File: config.mk
export PLATFORM = sky130hd
export DESIGN_NAME = bus_slave_agent
export DESIGN_NICKNAME = d
export VERILOG_FILES = /design/src/rtl/slave_agent_pkg.sv /design/src/rtl/slave_addr_stage.sv /design/src/rtl/slave_ctrl_stage.sv /design/src/rtl/slave_decoder.sv /design/src/rtl/bus_slave_agent.sv
export SDC_FILE = /design/constraint.sdc
export NUM_CORES = 1
export LEC_CHECK = 0
export BUFFER_PORTS_ARGS = -buffer_cell sky130_fd_sc_hd__clkbuf_2
export CAP_MARGIN = 15
export CELL_PAD_IN_SITES_DETAIL_PLACEMENT = 2
export CELL_PAD_IN_SITES_GLOBAL_PLACEMENT = 2
export CORE_MARGIN = 3
export CORE_UTILIZATION = 24
export CTS_CLUSTER_DIAMETER = 30
export CTS_CLUSTER_SIZE = 40
export DETAILED_ROUTE_END_ITERATION = 8
export PLACE_DENSITY = 0.72
export SETUP_SLACK_MARGIN = 0.02
export SLEW_MARGIN = 20
export SYNTH_ARGS = -nofsm -noshare
export SYNTH_HDL_FRONTEND = slang
export SYNTH_SLANG_ARGS = --single-unit
File: constraint.sdc
create_clock -name clk -period 1.2 [get_ports clk]
set_clock_uncertainty 0.05 [all_clocks]
set_input_delay 0.12 -clock clk [delete_from_list [all_inputs] [get_ports clk]]
set_output_delay 0.12 -clock clk [all_outputs]
set_load 0.1 [all_outputs]
File: src/rtl/slave_agent_pkg.sv
package slave_agent_pkg;

    typedef enum logic {
        DEC_ADDR_FIRST = 1'b0,
        DEC_CTRL_FIRST = 1'b1
    } dec_order_e;

    typedef struct packed {
        logic io;
        logic rd;
        logic wr;
    } bus_ctrl_t;

    // A single strobe must be active; both or neither means no function.
    function automatic logic is_write(bus_ctrl_t c, logic space);
        return (c.io == space) && c.wr && !c.rd;
    endfunction

    function automatic logic is_read(bus_ctrl_t c, logic space);
        return (c.io == space) && c.rd && !c.wr;
    endfunction

endpackage

File: src/rtl/slave_addr_stage.sv
module slave_addr_stage #(
    parameter int              ADDR_W   = 8,
    parameter logic [ADDR_W-1:0] DEV_ADDR = 8'h0F
) (
    input  logic              en,
    input  logic [ADDR_W-1:0] addr,
    output logic              hit
);
    always_comb begin
        hit = en && (addr == DEV_ADDR);
    end
endmodule

File: src/rtl/slave_ctrl_stage.sv
module slave_ctrl_stage
    import slave_agent_pkg::*;
#(
    parameter logic SPACE = 1'b1
) (
    input  logic      en,
    input  bus_ctrl_t ctrl,
    output logic      wr_hit,
    output logic      rd_hit
);
    always_comb begin
        wr_hit = en && is_write(ctrl, SPACE);
        rd_hit = en && is_read(ctrl, SPACE);
    end
endmodule

File: src/rtl/slave_decoder.sv
module slave_decoder
    import slave_agent_pkg::*;
#(
    parameter int                ADDR_W = 8,
    parameter logic [ADDR_W-1:0] DEV_ADDR = 8'h0F,
    parameter logic              SPACE = 1'b1,
    parameter dec_order_e        ORDER = DEC_ADDR_FIRST
) (
    input  logic [ADDR_W-1:0] addr,
    input  bus_ctrl_t         ctrl,
    output logic              sel_wr,
    output logic              sel_rd
);
    generate
        if (ORDER == DEC_ADDR_FIRST) begin : g_addr_first
            logic a_hit;
            slave_addr_stage #(.ADDR_W(ADDR_W), .DEV_ADDR(DEV_ADDR)) u_addr (
                .en   (1'b1),
                .addr (addr),
                .hit  (a_hit)
            );
            slave_ctrl_stage #(.SPACE(SPACE)) u_ctrl (
                .en     (a_hit),
                .ctrl   (ctrl),
                .wr_hit (sel_wr),
                .rd_hit (sel_rd)
            );
        end else begin : g_ctrl_first
            logic c_wr, c_rd, a_hit;
            slave_ctrl_stage #(.SPACE(SPACE)) u_ctrl (
                .en     (1'b1),
                .ctrl   (ctrl),
                .wr_hit (c_wr),
                .rd_hit (c_rd)
            );
            slave_addr_stage #(.ADDR_W(ADDR_W), .DEV_ADDR(DEV_ADDR)) u_addr (
                .en   (c_wr | c_rd),
                .addr (addr),
                .hit  (a_hit)
            );
            assign sel_wr = c_wr & a_hit;
            assign sel_rd = c_rd & a_hit;
        end
    endgenerate
endmodule

File: src/rtl/bus_slave_agent.sv
module bus_slave_agent
    import slave_agent_pkg::*;
#(
    parameter int                ADDR_W       = 8,
    parameter int                DATA_W       = 8,
    parameter logic [ADDR_W-1:0] DEV_ADDR     = 8'h0F,
    parameter logic              SPACE        = 1'b1,
    parameter dec_order_e        DECODE_ORDER = DEC_ADDR_FIRST
) (
    input  logic              clk,
    input  logic              rst_n,
    input  logic [ADDR_W-1:0] bus_addr,
    input  logic              bus_io,
    input  logic              bus_rd,
    input  logic              bus_wr,
    input  logic [DATA_W-1:0] bus_din,
    output logic [DATA_W-1:0] drv_data,
    output logic              drv_en,
    output logic              ack,
    output logic              irq
);
    localparam logic [DATA_W-1:0] ZERO = '0;

    typedef struct packed {
        logic [DATA_W-1:0] data;
        logic              irq;
        logic              ack;
        logic              served;
        logic              drv;
    } agent_state_t;

    localparam agent_state_t RESET_STATE = '{data: ZERO, irq: 1'b0, ack: 1'b0,
                                             served: 1'b0, drv: 1'b0};

    bus_ctrl_t    ctrl;
    logic         sel_wr, sel_rd, sel_any;
    agent_state_t st_d, st_q;

    assign ctrl = '{io: bus_io, rd: bus_rd, wr: bus_wr};

    slave_decoder #(
        .ADDR_W   (ADDR_W),
        .DEV_ADDR (DEV_ADDR),
        .SPACE    (SPACE),
        .ORDER    (DECODE_ORDER)
    ) u_dec (
        .addr   (bus_addr),
        .ctrl   (ctrl),
        .sel_wr (sel_wr),
        .sel_rd (sel_rd)
    );

    assign sel_any = sel_wr | sel_rd;

    always_comb begin
        st_d        = st_q;
        st_d.ack    = sel_any && !st_q.served;
        st_d.served = sel_any;
        st_d.drv    = sel_rd;
        if (sel_wr) begin
            st_d.data = bus_din;
            if (bus_din != ZERO) begin
                st_d.irq = 1'b1;
            end
        end
        if (sel_rd) begin
            st_d.irq = 1'b0;
        end
    end

    always_ff @(posedge clk or negedge rst_n) begin
        if (!rst_n) begin
            st_q <= RESET_STATE;
        end else begin
            st_q <= st_d;
        end
    end

    assign drv_en   = st_q.drv;
    assign drv_data = st_q.drv ? st_q.data : ZERO;
    assign ack      = st_q.ack;
    assign irq      = st_q.irq;

endmodule

Word-level counts from Yosys, hierarchy flattened --
Index checks and enable logic that the tools add are counted.
Storage, ports and cells: register bits 12, input port bits 21, output and inout port bits 11, logic and storage cells 25
Cells by class: equal/unequal tests 1, multiplexer cells 4, bitwise logic cells 1, reduce and logical (&&, ||, !) cells 14
Operators by type and width (count):
- 8-bit by 4-bit == test with 1-bit output, second input constant | 1
- 8-bit 2-to-1 mux | 1
- 8-bit nonzero test | 1
- 1-bit logical AND | 7
- 2-bit nonzero test | 2
- 1-bit zero test | 3
- 1-bit 2-to-1 mux | 3
- 2-bit AND reduction | 1
- 1-bit bitwise OR | 1

Logic depth before layout (Yosys ltp) --
Gate-level depths: netlist of the first run.
word-level depth 5, depth in mapped cells 3, mapped depth without buffers 3

By module --
Synthesis of the first run repeated with hierarchy kept, for this count alone.
Second synthesis, totals: cell total of the unflattened synthesis 42, area total of the unflattened synthesis 543.0 sq um
Modules (own cells, without submodules):
- bus_slave_agent | times used 1, cells an instance 36, area an instance 490.5 sq um
- slave_addr_stage | times used 1, cells an instance 3, area an instance 28.8 sq um
- slave_ctrl_stage | times used 1, cells an instance 2, area an instance 20.0 sq um
- slave_decoder | times used 1, cells an instance 1, area an instance 3.8 sq um

Worst setup path after synthesis of the first run --
OpenSTA, ideal clock, no wires.
path type register to output, from register st_q (netlist bit drv_en), to output port drv_data[0], arrival 1.833 ns, required time 1.030 ns, setup slack -0.803 ns, cell stages (with the launch flop) 2, path buffers 0, cells stage by stage dfrtp_1 > and2_1
On the way: longest elaborated chain between the ends 1
RTL lines:
- start: declaration | RTL line bus_slave_agent.sv:37 | agent_state_t st_d, st_q;
- start signal: assignment | RTL line bus_slave_agent.sv:75 | st_q <= st_d;
- 8-bit 2-to-1 mux | RTL line bus_slave_agent.sv:80 | assign drv_data = st_q.drv ? st_q.data : ZERO;
- end: declaration | RTL line bus_slave_agent.sv:17 | output logic [DATA_W-1:0] drv_data,
No other way between the ends.

Worst setup path in the final report of the first run --
from input port bus_addr[4], to register st_q[6] in the netlist's numbering
On the way: longest elaborated chain between the ends 2
RTL lines:
- start: declaration | RTL line bus_slave_agent.sv:12 | input logic [ADDR_W-1:0] bus_addr,
- 8-bit by 4-bit == test with 1-bit output | RTL line slave_addr_stage.sv:10 | hit = en && (addr == DEV_ADDR);
- 1-bit logical AND | RTL line slave_ctrl_stage.sv:12 | wr_hit = en && is_write(ctrl, SPACE);
No other way between the ends. A chain may end at the register's enable or synchronous reset.

==> impl_results.md, run 1 <==
- Status: finished, violations left
- Failing checks: setup timing
- Synthesized area: 574 um^2
- DRT Wirelength: 1.79 mm
- Register Area: 304 um^2
- Pwr Density: 715 nW/um^2
- Max Slew Vio Count: 0
- Die X: 54.9 um
- Critical-path cell list: buf_6 -> or4b_4 -> nor4_4 -> buf_6 -> mux2_2
- Max IR drop VDD: 0.000396 V
- Least-Margin Pin Slew: 344 ps
- Max stage delay on crit path: 550 ps
- Most frequent CP cell: buf_6
- CTS Buf Count: 3
- IO buf count: 31
- Final Hold Fails: 0
- CTS H-tree depth: 1
- Vias post-DR: 554
- GPL Wtd Cong: 0.704
- Setup CP Type: input port to register
- Seq/Total Area, Yosys: 52.3%
- Total gr overflow: 0
- CP top delay family: simple AND/OR/NAND/NOR gates
- Post-Syn Instances: 46
- Final worst path period need: 1460 ps
- Antenna Nets Post-Route: 0
- Hold Path Class: input port to register
- Largest net degree at the start of global routing: 13
- WP buf/inv: 2
- Initial antenna violation count: 0
- CTS tree: built
- CP Launch Type: input port
- Ys Warns: 0
- Max frequency: 687 MHz
- Maxcap violations: 0
- Clock Latency Late Sink: 260 ps
- R2r setup slk: 110 ps
- Leak: 0.000538 uW
- Register bit count reported by yosys: 12
- Crit path max-delay cell type: or4b_4
- Crit path DAT: 1560 ps
- Rel. slew slack: 76.9%
- Synth top area share: 52.3%
- Wirelength per Cell: 14.9 um
- Pre-CTS WS: -577 ps
- Area of the multi-input gates: 307 um^2
- Crit. End Element: register
- Final-stage net count: 114
- Placed Area: 997 um^2
- Die Area: 3020 um^2
- Final Setup Violations: 21
- 1st-pass router iterations: 1
- Fillers: 226
- Clock Tree Root: clkbuf_4
- Clock transition at path regs: 80 ps
- Required @ worst endpoint: 1300 ps
- Std cell rows: 17
- DRC Markers: 0
- Wire length of the first global-routing pass: 2.75 mm
- CTS Sinks: 12
- Share of cells above drive strength 1: 76.1%
- I/O pins: 32
- First-iteration detailed-routing DRC count: 0
- Die height: 54.9 um
- Post-route design area: 1120 um^2
- Average size of a mapped cell: 12.5 um^2
- Via density per instance: 4.62
- Period utilization: 121%
- Setup WS post-layout: -255 ps
- Syn-to-layout area delta: 95.9%
- Dpl hpwl: 1.45 mm
- Max clock buf depth: 2
- Vias in the first global route: 609
- Critical-path maximum fanout: 9
- GRT Resource Usage Total: 12.8%
- Count of cell types in the netlist: 18
- Cell type with the largest total area after synthesis: dfrtp_1
- Initial Util: 25.7%
- Leading post-synthesis cells by cell area: dfrtp_1 52%, mux2_2 16%, and2_1 8.7%
- Syn Nets: 67
- Core Region: 2230 um^2
- Diode count: 0
- RSZ-0062 raised after global routing: true
layout make-up:
cell class	instances	area share [%]
repair buffers	42	39.0
inverters	1	0.334
well taps	28	3.11
clock buffers	4	3.23
multi-input cells	33	27.3
flip-flops and latches	12	27.0
path summary, 6_finish.rpt:
kind,startpoint,endpoint,cells past startpoint
setup / recovery,bus_addr[4],st_q[6]$_DFFE_PN0P_,5
hold / removal,bus_din[0],st_q[4]$_DFFE_PN0P_,2
setup reg to reg,irq$_DFFE_PN0P_,irq$_DFFE_PN0P_,3
hold reg to reg,st_q[1]$_DFF_PN0_,ack$_DFF_PN0_,1
max in group asynchronous,rst_n,drv_en$_DFF_PN0_,2
min in group asynchronous,rst_n,st_q[6]$_DFFE_PN0P_,2
worst register-to-register path: cells and delay by family, from the launching register on:
kind	cells	cell delay, ps
AOI/OAI and AO/OA	2	380
buffers and inverters	1	140
DFF	1	410
power breakdown:
group / internal, uW / leakage [uW] / switching (uW)
sequential: 408 / 0.000160 / 2.49
combinational: 45.2 / 0.000357 / 37.8
clock: 184 / 0.0000210 / 127
total: 637 / 0.000538 / 168
synthesized netlist by cell type:
cell type  instances
a21oi_1            1
nand2_1            1
o31a_2             2
nand2b_1           1
or2b_2             1
or4b_4             1
nand3_1            2
mux2_2             8
or3_2              1
and2_1             8
a21boi_0           1
inv_1              1
nor4_4             1
nor2_1             2
dfrtp_1           12
nor4_1             1
a211oi_1           1
nor3_1             1
per-layer routing:
layer | vias to the layer above | wire, um | global-route usage [%]
li1 | 256 | - | -
met1 | 270 | 693 | 15.6
met2 | 26 | 920 | 21.7
met3 | 2 | 164 | 3.75
met4 | 0 | 10 | 3.64
met5 | - | 0 | 0
placed cells by master, fill, tap and decap left out:
cell type | synthesis | final
a21boi_0 | 1 | 1
or2b_2 | 1 | 1
nand2b_1 | 1 | 1
or4b_4 | 1 | 1
dlygate4sd3_1 | 0 | 1
inv_1 | 1 | 1
and2_4 | 0 | 8
mux2_4 | 0 | 2
dfrtp_1 | 12 | 11
buf_6 | 0 | 5
a211oi_2 | 0 | 1
clkbuf_4 | 0 | 3
nor2_1 | 2 | 2
mux2_2 | 8 | 6
nor4_4 | 1 | 1
buf_12 | 0 | 12
a21oi_2 | 0 | 1
o31a_2 | 2 | 2
or3_2 | 1 | 1
nand3_1 | 2 | 2
clkbuf_2 | 0 | 19
nor4_1 | 1 | 1
dfrtp_4 | 0 | 1
nor3_1 | 1 | 1
buf_4 | 0 | 5
clkbuf_8 | 0 | 1
nand2_1 | 1 | 1
metrics by stage:
stage	hold slack [ps]	TNS [ps]	instances	util, %	total power [uW]
floorplan	-226	-5050	46	-	438
global placement	-33.6	-5880	111	44.6	492
detailed placement	-21.9	-6490	111	44.6	496
CTS	45.5	-4370	119	49.4	815
global route	53.7	-4790	120	50.4	846
finish	52.9	-4200	120	50.4	805
kinds of logic (layout without fill, tap and decap cells):
logic type	after synthesis	count (layout)	share of synthesized area (%)
mux	8	8	15.7
simple gates	20	20	24.4
flops	12	12	52.3
compound gates	5	5	6.97
buf+inv	1	47	0.653
registers in the layout, summed over array words and instances (netlist names):
signal and flops:
ack 1, drv_en 1, st_q 9, irq 1
timing repair:
action | in CTS | in global routing
hold buffers | 1 | 0
pin swaps | 3 | 2
setup endpoints to repair | 20 | 22
buffers inserted | 3 | 1
resized for setup | 8 | 3
hold endpoints to repair | 12 | 0
(Power assumes the default switching activity.)
==> inputs of run 2 (changes only) <==
--- a/config.mk
+++ b/config.mk
@@ -9,7 +9,7 @@
 export CAP_MARGIN = 15
 export CELL_PAD_IN_SITES_DETAIL_PLACEMENT = 2
 export CELL_PAD_IN_SITES_GLOBAL_PLACEMENT = 2
-export CORE_MARGIN = 3
+export CORE_MARGIN = 5
 export CORE_UTILIZATION = 24
 export CTS_CLUSTER_DIAMETER = 30
 export CTS_CLUSTER_SIZE = 40
==> run 2 against run 1 <==
  * The run still ends with setup timing left
  * Sequential power about the same
  * Register-to-register slack improved by 30 ps
  * Setup slack worse by 9.6 ps
  * Cell area decreased by 4.0%
  * Sequential share of layout area rose by 1.1 points
  * Core utilization decreased by 2.5 points
  * Clock-buffer cell count unchanged
  * First-iteration DRC count grew 2
  * Total power is 0.46% lower
  * Clock power down 2%
  * Worst hold slack improved by 17 ps
==> impl_results.md, run 2 (same netlist as run 1, synthesis figures left out) <==
- Pre-CTS WS: -566 ps
- Initial Util: 25.5%
- Critical R2R Launch: irq$_DFFE_PN0P_
- Least-Margin Pin Slew: 301 ps
- Wirelength per Cell: 15.7 um
- Top reg by flops: st_q
- Antenna Nets Post-Route: 0
- Final Hold Fails: 0
- CTS H-tree depth: 1
- Maxcap violations: 0
- Layout Utilization: 47.9%
- RSZ-0062 raised after global routing: true
- Max clock buf depth: 2
- Max frequency: 683 MHz
- Period utilization: 122%
- Via density per instance: 4.66
- Share of cells above drive strength 1: 75.6%
- GRT Resource Usage Total: 12.3%
- Final Setup Violations: 21
- Dpl hpwl: 1.56 mm
- Clock transition at path regs: 70 ps
- Die Area: 3470 um^2
- Number of flip-flops under the largest register name: 9
- GPL Wtd Cong: 0.708
- CTS tree: built
- Diode count: 0
- Final worst path period need: 1460 ps
- Status: finished, violations left
- Pwr Density: 742 nW/um^2
- First-iteration detailed-routing DRC count: 2
- Core Region: 2250 um^2
- Setup CP Type: input port to register
- R2R cell count: 2
- DRC Markers: 0
- IO buf count: 31
- Crit path DAT: 1560 ps
- R2r setup slk: 140 ps
- Fillers: 238
- CTS Buf Count: 3
- Worst hold slack: 70.0 ps
- 1st-pass router iterations: 2
- Max IR drop VDD: 0.000310 V
- Final-stage net count: 112
- Vias post-DR: 550
- Syn-to-layout area delta: 88.0%
- Rel. slew slack: 79.9%
- Critical-path maximum fanout: 9
- Required @ worst endpoint: 1290 ps
- Commonest non-fill, non-tap cell in the layout: clkbuf_2
- Wire length of the first global-routing pass: 3.11 mm
- Hold Path Class: input port to register
- Failing checks: setup timing
- Largest net degree at the start of global routing: 13
- Clock Tree Root: clkbuf_4
- CTS Sinks: 12
- Setup WS post-layout: -265 ps
- Die height: 58.9 um
- Crit. End Element: register
- Total gr overflow: 0
- Std cell rows: 17
- Crit path from: bus_addr[4]
- Reg2reg end: irq$_DFFE_PN0P_
- Initial antenna violation count: 0
- Vias in the first global route: 650
- Clock Latency Late Sink: 260 ps
- Commonest non-fill, non-tap cells in the layout: 20 x clkbuf_2, 11 x dfrtp_1, 11 x buf_12, 8 x and2_4
- DRT Wirelength: 1.86 mm
- CP Launch Type: input port
- Leak: 0.000520 uW
- Max Slew Vio Count: 0
- I/O pins: 32
- Die X: 58.9 um
- CP Capture Point: st_q[11]$_DFFE_PN0P_
==> run 2: changes by cell type in the layout (fill, tap and decap cells not counted), sizes merged <==
cell    change
buf         -3
clkbuf      +1
==> run 2: critical path, cell delays in order <==
cell and delay (ps):
clkbuf_2 80, or4b_4 550, nor4_4 280, buf_6 190, mux2_2 350
==> run 2: repair_timing <==
item	CTS	global route
buffers inserted	1	1
pin swaps	3	5
gates resized for setup	5	1
setup endpoints to repair	20	21
hold buffers	1	0
endpoints found under the hold margin	12	0
==> run 2: worst min-delay path by stage <==
| stage | start | endpoint | slack, ps | cells after the start |
|---|---|---|---|---|
| finish | bus_din[4] | st_q[8]$_DFFE_PN0P_ | 70 | 2 |
| global route | bus_din[1] | st_q[5]$_DFFE_PN0P_ | 50 | 2 |
| CTS | bus_din[4] | st_q[8]$_DFFE_PN0P_ | 60 | 2 |
| detailed placement | rst_n | st_q[6]$_DFFE_PN0P_ | -30 | 1 |
| global placement | rst_n | st_q[4]$_DFFE_PN0P_ | -30 | 1 |
| floorplan | rst_n | ack$_DFF_PN0_ | -230 | 0 |
==> run 2: per-stage QoR <==
stage	total power, uW	TNS, ps	cell area (um^2)	std cells
floorplan	438	-5050	597	46
global placement	494	-5900	997	111
detailed placement	498	-6310	997	111
CTS	815	-3280	1070	117
global route	862	-4010	1080	118
finish	801	-3400	1080	118
==> run 2: power breakdown <==
group | total, uW | internal (uW) | switching (uW)
Clock | 306 | 184 | 122
Combinational | 84.3 | 44.4 | 39.9
Sequential | 410 | 408 | 2.39
==> run 2: area by class of cell <==
class                   count  area [um^2]  area share (%)
inverters                   1         3.75           0.348
well taps                  28         35.0            3.24
multi-input cells          33          307            28.4
repair buffers             40          394            36.5
clock buffers               4         36.3            3.36
flip-flops and latches     12          304            28.2
==> run 2: layer usage <==
metal / global-route usage (%) / share of wire (%) / up-vias
li1: - / - / 253
met1: 13.3 / 41 / 268
met2: 21.9 / 50 / 27
met3: 4.17 / 8.9 / 2
met4: 4.85 / 0.48 / 0
met5: 0 / 0 / -
==> inputs of run 3 (changes only) <==
--- a/config.mk
+++ b/config.mk
@@ -5,12 +5,13 @@
 export SDC_FILE = /design/constraint.sdc
 export NUM_CORES = 1
 export LEC_CHECK = 0
+export ABC_AREA = 1
 export BUFFER_PORTS_ARGS = -buffer_cell sky130_fd_sc_hd__clkbuf_2
 export CAP_MARGIN = 15
 export CELL_PAD_IN_SITES_DETAIL_PLACEMENT = 2
 export CELL_PAD_IN_SITES_GLOBAL_PLACEMENT = 2
 export CORE_MARGIN = 5
-export CORE_UTILIZATION = 24
+export CORE_UTILIZATION = 21
 export CTS_CLUSTER_DIAMETER = 30
 export CTS_CLUSTER_SIZE = 40
 export DETAILED_ROUTE_END_ITERATION = 8
@@ -19,4 +20,5 @@
 export SLEW_MARGIN = 20
 export SYNTH_ARGS = -nofsm -noshare
 export SYNTH_HDL_FRONTEND = slang
+export SYNTH_HIERARCHICAL = 1
 export SYNTH_SLANG_ARGS = --single-unit
==> run 3 against run 2 <==
  * The run still ends with setup timing left
  * Clock-buffer cell count unchanged
  * Sequential cell count is the same
  * Combinational power is 18% lower
  * Final cell count is 28% higher
  * Synthesized area up 3.5%
  * Fmax is 4.9% higher
  * Routed wire length increased by 2.7%
  * Cell area fell by 0.81%
  * Worst hold slack worse by 54 ps
  * First-iteration DRC count up 100%
  * Largest power group unchanged
  * Highest routed layer is now met3
==> impl_results.md, run 3 <==
- Initial antenna violation count: 0
- First-iteration detailed-routing DRC count: 4
- Critical-path maximum fanout: 9
- Hold Path Class: input port to register
- I/O pins: 32
- Maxcap violations: 0
- Clock Latency Late Sink: 270 ps
- Int Pwr: 569 uW
- Setup TNS: -1560 ps
- Max clock buf depth: 2
- Number of flip-flops under the largest register name: 9
- Clock share of power: 35.3%
- Leak: 0.000526 uW
- Antenna Nets Post-Route: 0
- Synth top area share: 50.5%
- Ys Warns: 6
- Combinational share of power: 9.4%
- Synthesized area: 594 um^2
- Max stage delay on crit path: 560 ps
- Synth cell count leaders: 39 x nand2_1, 13 x inv_1, 12 x dfrtp_1, 8 x nor2_1
- Period utilization: 116%
- Diode count: 0
- Die Area: 3990 um^2
- Commonest non-fill, non-tap cell in the layout: nand2_1
- Post-route insts no fill: 151
- Top FF cell, synth: dfrtp_1
- Clock transition at path regs: 80 ps
- Vias post-DR: 631
- Post-Syn Instances: 82
- DRT Wirelength: 1.91 mm
- Pwr Density: 691 nW/um^2
- CTS tree: built
- Dpl hpwl: 1.62 mm
- Vias in the first global route: 730
- Die height: 63.2 um
- Hold depth: 3
- CP Launch Type: register
- Syn-to-layout area delta: 80.2%
- Max Slew Vio Count: 0
- GRT Resource Usage Total: 10.2%
- Most numerous cell in the Yosys netlist: nand2_1
- Placed Area: 1030 um^2
- IO buf count: 31
- Worst hold slack: 16.1 ps
- CTS H-tree depth: 1
- CP top delay family: flip-flops
- Core Region: 2730 um^2
- Die X: 63.2 um
- Setup WS post-layout: -196 ps
- GPL Wtd Cong: 0.707
- DRC Markers: 0
- Count of cell types in the netlist: 12
- Crit. End Element: output pin
- Post-route design area: 1070 um^2
- Final Setup Violations: 9
- Max IR drop VDD: 0.000347 V
- Switching power total: 171 uW
- Final-stage net count: 142
- Wirelength per Cell: 12.6 um
- Top reg by flops: st_q
- Leading post-synthesis cells by cell area: dfrtp_1 51%, nand2_1 25%, inv_1 8.2%
- Initial Util: 21.7%
- Std cell rows: 19
- 1st-pass router iterations: 4
- Register bit count reported by yosys: 12
- DP Cell Count: 145
- Critical-path cell list: nand2_2 -> clkinvlp_4 -> buf_12
- Total gr overflow: 0
- Share of cells above drive strength 1: 50.8%
- Post-synth EDFFs: 0
- Seq/Total Area, Yosys: 50.5%
- WP depth: 3
- Cell type with the largest total area after synthesis: dfrtp_1
- Syn Nets: 103
- Average size of a mapped cell: 7.25 um^2
- Required @ worst endpoint: 1030 ps
- Crit path DAT: 1230 ps
- Sw frac: 23.1%
- Max frequency: 716 MHz
- Failing checks: setup timing
- Via density per instance: 4.18
- Commonest non-fill, non-tap cells in the layout: 31 x nand2_1, 20 x clkbuf_2, 12 x buf_12, 10 x dfrtp_1
- Crit path max-delay cell type: dfrtp_4
- Post-synthesis async set-or-reset flop share: 100%
- Final Hold Fails: 0
- Status: finished, violations left
- RSZ-0062 raised after global routing: true
- Fillers: 309
- WP buf/inv: 2
- CTS Sinks: 12
- Largest net degree at the start of global routing: 13
- Final worst path period need: 1400 ps
- Clock Tree Root: clkbuf_4
- Flop pwr share: 55.3%
- CTS Buf Count: 3
- R2R cell count: 2
- Setup CP Type: register to output pin
- Wire length of the first global-routing pass: 3.18 mm
## run 3: worst paths after layout
path / start / end / slack (ps)
worst min-delay path: bus_din[6] / st_q[10]$_DFFE_PN0P_ / 20
worst max-delay path: drv_en$_DFF_PN0_ / drv_data[5] / -200
max in group asynchronous: rst_n / drv_en$_DFF_PN0_ / 600
worst min register to register: st_q[1]$_DFF_PN0_ / ack$_DFF_PN0_ / 360
worst max register to register: irq$_DFFE_PN0P_ / irq$_DFFE_PN0P_ / 490
min in group asynchronous: rst_n / st_q[10]$_DFFE_PN0P_ / 220
## run 3: area by class of cell
cell class,count,area (um^2),share of cell area (%)
clock buffers,4,26.3,2.45
inverters,14,85.1,7.94
multi-input cells,54,243,22.7
flip-flops and latches,12,305,28.5
well taps,31,38.8,3.62
repair buffers,36,373,34.8
## run 3: cell families (layout without fill, tap and decap cells)
family | after synthesis | after routing | share of synthesized area, %
buffers and inverters | 16 | 54 | 12.0
AOI/OAI and AO/OA | 3 | 3 | 4.42
other | 1 | 1 | 0.631
DFF | 12 | 12 | 50.5
and+or+nand+nor | 50 | 50 | 32.4
## run 3: per-layer routing
| layer | global-route usage, % | wire (um) | up-vias |
|---|---|---|---|
| li1 | - | - | 311 |
| met3 | 1.24 | 72 | 0 |
| met1 | 10.5 | 687 | 303 |
| met5 | 0 | 0 | - |
| met4 | 5.45 | 0 | 0 |
| met2 | 19.5 | 1150 | 17 |
## run 3: power by group through the flow
stage | Combinational, uW | Sequential [uW] | Clock (uW)
global placement | 65.6 | 417 | 0
detailed placement | 68.4 | 417 | 0
finish | 69.4 | 409 | 262
CTS | 71.1 | 409 | 276
global route | 79.4 | 409 | 292
floorplan | 13.6 | 420 | 0
## run 3: timing repair
item / CTS / global route
buffers inserted: 1 / 0
pin swaps: 0 / 0
endpoints found under the setup margin: 9 / 9
resized for setup: 0 / 0
hold endpoints to repair: 12 / 0
hold buffers: 1 / 0
## run 3: worst register-to-register path: stages (launching register included)
cell and delay (ps):
dfrtp_2 430, inv_1 80, a21oi_2 50
## run 3: through the flow
step                util, %  setup slack [ps]  power [uW]
floorplan                 -              -242         434
global placement       37.6              56.6         483
detailed placement     37.6             -17.5         486
CTS                    39.2              -204         756
global route           39.2              -240         781
finish                 39.2              -196         740
